===== config.mk =====
export PLATFORM = sky130hd
export DESIGN_NAME = cmd_bus_arbiter
export DESIGN_NICKNAME = d
export VERILOG_FILES = /design/src/rtl/cba_pkg.sv /design/src/rtl/cba_eligibility.sv /design/src/rtl/cba_rr_pick.sv /design/src/rtl/cba_class_select.sv /design/src/rtl/cmd_bus_arbiter.sv
export SDC_FILE = /design/constraint.sdc
export NUM_CORES = 1
export LEC_CHECK = 0
export BUFFER_PORTS_ARGS = -buffer_cell sky130_fd_sc_hd__buf_4
export CAP_MARGIN = 5
export CORE_MARGIN = 4
export CORE_UTILIZATION = 35
export CTS_BUF_LIST = sky130_fd_sc_hd__clkbuf_4 sky130_fd_sc_hd__clkbuf_8
export DETAILED_ROUTE_END_ITERATION = 10
export GPL_TIMING_DRIVEN = 0
export PLACE_DENSITY = 0.57
export REMOVE_ABC_BUFFERS = 1
export SLEW_MARGIN = 20
export SYNTH_ARGS = -nofsm -noshare
export SYNTH_HDL_FRONTEND = slang
export SYNTH_SLANG_ARGS = --single-unit

===== constraint.sdc =====
create_clock -name clk -period 8.49 [get_ports clk]
set_clock_uncertainty 0.15 [all_clocks]
set_input_delay 2.547 -clock clk [delete_from_list [all_inputs] [get_ports clk]]
set_output_delay 2.547 -clock clk [all_outputs]
set_load 0.03 [all_outputs]

===== src/rtl/cba_pkg.sv =====
// Package: shared sizing constants for the command bus arbiter.
// Assumes six requesters and a 2-bit class field giving four classes.
package cba_pkg;
    parameter int NUM_REQ   = 6;
    parameter int CLASS_W   = 2;
    parameter int NUM_CLASS = 1 << CLASS_W;
    parameter int IDX_W     = $clog2(NUM_REQ);
endpackage


===== src/rtl/cba_eligibility.sv =====
// Module: splits requests into one vector per class and drops requests
// whose target unit is stalled. Assumes class c targets unit c.
module cba_eligibility #(
    parameter int NUM_REQ   = cba_pkg::NUM_REQ,
    parameter int CLASS_W   = cba_pkg::CLASS_W,
    parameter int NUM_CLASS = 1 << CLASS_W
) (
    input  logic [NUM_REQ-1:0]                 req_valid,
    input  logic [NUM_REQ*CLASS_W-1:0]         req_class,
    input  logic [NUM_CLASS-1:0]               unit_stall,
    output logic [NUM_CLASS-1:0][NUM_REQ-1:0]  elig
);
    // Build the masked per-class request vectors.
    always_comb begin
        for (int c = 0; c < NUM_CLASS; c++) begin
            for (int i = 0; i < NUM_REQ; i++) begin
                elig[c][i] = req_valid[i] && !unit_stall[c] &&
                             (req_class[i*CLASS_W +: CLASS_W] == CLASS_W'(c));
            end
        end
    end
endmodule


===== src/rtl/cba_rr_pick.sv =====
// Module: round-robin picker for one class with its own pointer.
// The search starts at the pointer and wraps. The pointer moves to one
// past the winner only when upd is high.
module cba_rr_pick #(
    parameter int NUM_REQ = cba_pkg::NUM_REQ,
    parameter int IDX_W   = $clog2(NUM_REQ)
) (
    input  logic               clk,
    input  logic               rst_n,
    input  logic [NUM_REQ-1:0] req,
    input  logic               upd,
    output logic [IDX_W-1:0]   pick_idx,
    output logic               pick_any
);
    logic [IDX_W-1:0] ptr;

    // Find the first set request at or after the pointer, wrapping.
    always_comb begin
        pick_idx = '0;
        pick_any = 1'b0;
        for (int off = 0; off < NUM_REQ; off++) begin
            int cand;
            cand = int'(ptr) + off;
            if (cand >= NUM_REQ) cand = cand - NUM_REQ;
            if (!pick_any && req[cand]) begin
                pick_any = 1'b1;
                pick_idx = IDX_W'(cand);
            end
        end
    end

    // Move the pointer one past the winner after a grant in this class.
    always_ff @(posedge clk) begin
        if (!rst_n)
            ptr <= '0;
        else if (upd && pick_any)
            ptr <= (pick_idx == IDX_W'(NUM_REQ - 1)) ? '0 : pick_idx + 1'b1;
    end
endmodule


===== src/rtl/cba_class_select.sv =====
// Module: fixed-priority choice among classes. The lowest class code that
// has an eligible request wins.
module cba_class_select #(
    parameter int CLASS_W   = cba_pkg::CLASS_W,
    parameter int NUM_CLASS = 1 << CLASS_W
) (
    input  logic [NUM_CLASS-1:0] class_any,
    output logic [CLASS_W-1:0]   win_class,
    output logic                 win_any
);
    // Scan from least to most urgent so that the most urgent class is assigned last.
    always_comb begin
        win_class = '0;
        win_any   = 1'b0;
        for (int c = NUM_CLASS - 1; c >= 0; c--) begin
            if (class_any[c]) begin
                win_class = CLASS_W'(c);
                win_any   = 1'b1;
            end
        end
    end
endmodule


===== src/rtl/cmd_bus_arbiter.sv =====
// Module: top of the two-level command bus arbiter. Stalled requests are
// masked first, then class priority is applied, then round-robin within
// the class. The grant is combinational; the pointers are registered.
module cmd_bus_arbiter #(
    parameter int NUM_REQ   = cba_pkg::NUM_REQ,
    parameter int CLASS_W   = cba_pkg::CLASS_W,
    parameter int NUM_CLASS = 1 << CLASS_W,
    parameter int IDX_W     = $clog2(NUM_REQ)
) (
    input  logic                       clk,
    input  logic                       rst_n,
    input  logic [NUM_REQ-1:0]         req_valid,
    input  logic [NUM_REQ*CLASS_W-1:0] req_class,
    input  logic [NUM_CLASS-1:0]       unit_stall,
    output logic [NUM_REQ-1:0]         grant,
    output logic [IDX_W-1:0]           grant_idx,
    output logic                       grant_valid
);
    logic [NUM_CLASS-1:0][NUM_REQ-1:0] elig;
    logic [NUM_CLASS-1:0][IDX_W-1:0]   pick_idx;
    logic [NUM_CLASS-1:0]              pick_any;
    logic [CLASS_W-1:0]                win_class;
    logic                              win_any;

    cba_eligibility #(.NUM_REQ(NUM_REQ), .CLASS_W(CLASS_W), .NUM_CLASS(NUM_CLASS)) u_elig (
        .req_valid (req_valid),
        .req_class (req_class),
        .unit_stall(unit_stall),
        .elig      (elig)
    );

    for (genvar c = 0; c < NUM_CLASS; c++) begin : g_class
        cba_rr_pick #(.NUM_REQ(NUM_REQ), .IDX_W(IDX_W)) u_rr (
            .clk     (clk),
            .rst_n   (rst_n),
            .req     (elig[c]),
            .upd     (win_any && (win_class == CLASS_W'(c))),
            .pick_idx(pick_idx[c]),
            .pick_any(pick_any[c])
        );
    end

    cba_class_select #(.CLASS_W(CLASS_W), .NUM_CLASS(NUM_CLASS)) u_sel (
        .class_any(pick_any),
        .win_class(win_class),
        .win_any  (win_any)
    );

    // Route the winning class's pick to the outputs.
    always_comb begin
        grant_valid = win_any;
        grant_idx   = win_any ? pick_idx[win_class] : '0;
        for (int i = 0; i < NUM_REQ; i++)
            grant[i] = win_any && (grant_idx == IDX_W'(i));
    end
endmodule


==> results.ini <==
[floorplan]
die_w_um = 125
die-area_um2 = 15600
num_io_pins = 34
rows = 42
start_util = 0.359
dieHeight_um = 125
core_area_um2 = 13300

[drt]
routedWlPerCell_um = 16.5
wl_um = 13300
num_vias = 4756
drt_iter0_markers = 313
drc = 0
ant_nets = 0
drtPass1Iterations = 7
viasPerCell = 5.88

[sta]
min_period_over_period = 0.981
worstMarginPinSlew_ps = 825
fin_tns_setup_ps = 0
period_needed_ps = 8320
rsz0062_at_grt = false
max_freq_ghz = 0.120
finalMaxSlewViolations = 0
finalWorstSetupSlack_ps = 165
setup_violations = 0
hold_viol = 0
slew_headroom = 0.449

[synthesis]
yosys.area.top_type = ha_1
synth-xor-area-share = 0.0359
synth_cells = 618
synth.area.top_cells = ha_1 (14%), mux2i_1 (6.1%), dfxtp_1 (5.0%), a21oi_1 (3.7%), nor2_1 (3.3%)
yosysTopAreaCellShare = 0.136
ys_ff_latch = 12
synth.most_common_cell = ha_1
async_flop_share = 0
synth_top_family_by_area = simple AND/OR/NAND/NOR gates
synth-adder-area-share = 0.136
yosysUniqueCellTypes = 102
yosysWarnings = 0
synthMuxAreaShare = 0.122
ys.flop_type = dfxtp_1
seq_area_frac_synth = 0.0504
synth_compound_area_frac = 0.281
synthSimpleGateAreaFrac = 0.317
synth_edf_count = 0
syn-cell-area_um2 = 4770
synth.avg_cell_area_um2 = 7.72
synthTopCellsByCount = ha_1 (52), nor2_1 (42), a21oi_1 (35), nand2_1 (33), inv_1 (30)

[power_and_ir_drop]
p_leak_uw = 0.00223
power_density_nw_per_um2 = 394
ir_drop_uv = 518
total_power_uw = 2070

[grt]
antenna_found_initial = 0
grt_pass1_wl_um = 22000
grt_overflow = 0
grt_max_degree = 20
first_global_vias = 4474
track_usage = 0.164

[critical_path]
worst-endpoint-required_ps = 5790
slowest_delay_ps = 600
cp-start-kind = input port
end_kind = primary output
cp_top_family = simple AND/OR/NAND/NOR gates
crit_top_cell = buf_4
cp_slowest_cell = or4b_4
worstPathArrival_ps = 5630
crit_buf_inv = 3
path_class = in -> out
path_cells = buf_4 > and4b_1 > mux2i_4 > nor4_1 > or4b_4 > or3_1 > o211a_1 > nor3_1 > o221ai_1 > o211a_1 > buf_4 > nor2_1 > buf_4
crit_fanout = 6

[run_status]
outcome = complete, no violations

[cells_and_area]
reg_top3 = g_class.u_rr.ptr (12)
num_antenna_cells = 0
nets = 711
largest_reg_flops = 12
area_growth_syn_to_layout_pct = 10.2
top_register = g_class.u_rr.ptr
drive_above_1_share = 0.190

[clock_tree]
clock_sinks = 12
numCtsBuffers = 3
ctsHoldBuffers = 0
cts_max_level = 1
cts_buffer_depth = 2
cts_tree = done
root_buffer = clkbuf_8
insertion_delay_ps = 240
clkTransAtPathRegs_ps = 50

[placement]
gp_congestion = 0.910
pre_cts_ws_ps = -68.8
dp_hpwl_um = 10700
port_buffers = 33

[job]
cap_viol_max_count = 0

[worst_hold_path]
hold_path.class = reg -> reg

## cell usage in the layout (no fill, tap or decap), drive strengths merged, types with 9 or more instances in the layout
cell	instances
a211oi	19
a21oi	42
and2	9
and3	17
buf	37
dfxtp	12
ha	52
inv	34
mux2	14
mux2i	33
nand2	33
nand3	17
nor2	43
nor2b	11
nor3	29
o21ai	27
or2	10
or3	15
xnor2	14
## final cells by class
cell class,count,area [µm²]
multi-input cells,546,4340
inverters,35,136
fillers,1355,8040
well taps,176,220
repair buffers,37,278
flip-flops and latches,12,240
clock buffers,3,41.3
## tightest hold or removal path: cells and delay by family (launching register included)
kind / cells / cell delay (ps)
flip-flops: 1 / 440
AO/OA/AOI/OAI: 1 / 50
AND/OR/NAND/NOR: 1 / 110
## per-layer routing
layer | vias up | track usage | share of wire
met4 | 0 | 0.0322 | 0.0095
met3 | 13 | 0.00729 | 0.025
met2 | 98 | 0.280 | 0.47
li1 | 2381 | - | -
met1 | 2264 | 0.230 | 0.49
met5 | - | 0 | 0
## worst paths after layout
| path | from | to | slack, ps | cells after the start |
|---|---|---|---|---|
| worst max register to register | g_class[0].u_rr.ptr[0]$_SDFFE_PN0P_ | g_class[2].u_rr.ptr[2]$_SDFFE_PN0P_ | 3980 | 12 |
| worst min register to register | g_class[0].u_rr.ptr[2]$_SDFFE_PN0P_ | g_class[0].u_rr.ptr[2]$_SDFFE_PN0P_ | 500 | 2 |
| worst min-delay path | g_class[0].u_rr.ptr[2]$_SDFFE_PN0P_ | g_class[0].u_rr.ptr[2]$_SDFFE_PN0P_ | 500 | 2 |
| worst max-delay path | req_class[2] | grant[2] | 170 | 13 |
## per-stage QoR
step | instance area [µm²] | hold WS, ps | instances | utilization
4_1_cts | 5150 | 506 | 805 | 0.388
3_3_place_gp | 5100 | 482 | 802 | 0.384
6_report | 5250 | 499 | 809 | 0.395
5_1_grt | 5250 | 550 | 809 | 0.395
3_5_place_dp | 5100 | 499 | 802 | 0.384
2_1_floorplan | 4630 | 406 | 593 | -
## power breakdown
part / internal [µW] / switching [µW]
clock network: 31.1 / 19.4
registers: 76.1 / 79.1
logic: 761 / 1100
## logic make-up (layout without fill, tap and decap cells)
| family | after synthesis | after routing |
|---|---|---|
| buffers and inverters | 60 | 75 |
| DFF | 12 | 12 |
| xor gates and xnor gates | 17 | 17 |
| muxes | 49 | 49 |
| adders and majority gates | 52 | 52 |
| and+or+nand+nor | 249 | 249 |
| AOI/OAI and AO/OA | 179 | 179 |
## repair_timing
action,CTS,global route
setup endpoints to repair,4,7
gates resized for setup,2,13
buffers inserted,0,4
pin swaps,0,5
No activity file was read; power rests on OpenSTA's default activity.
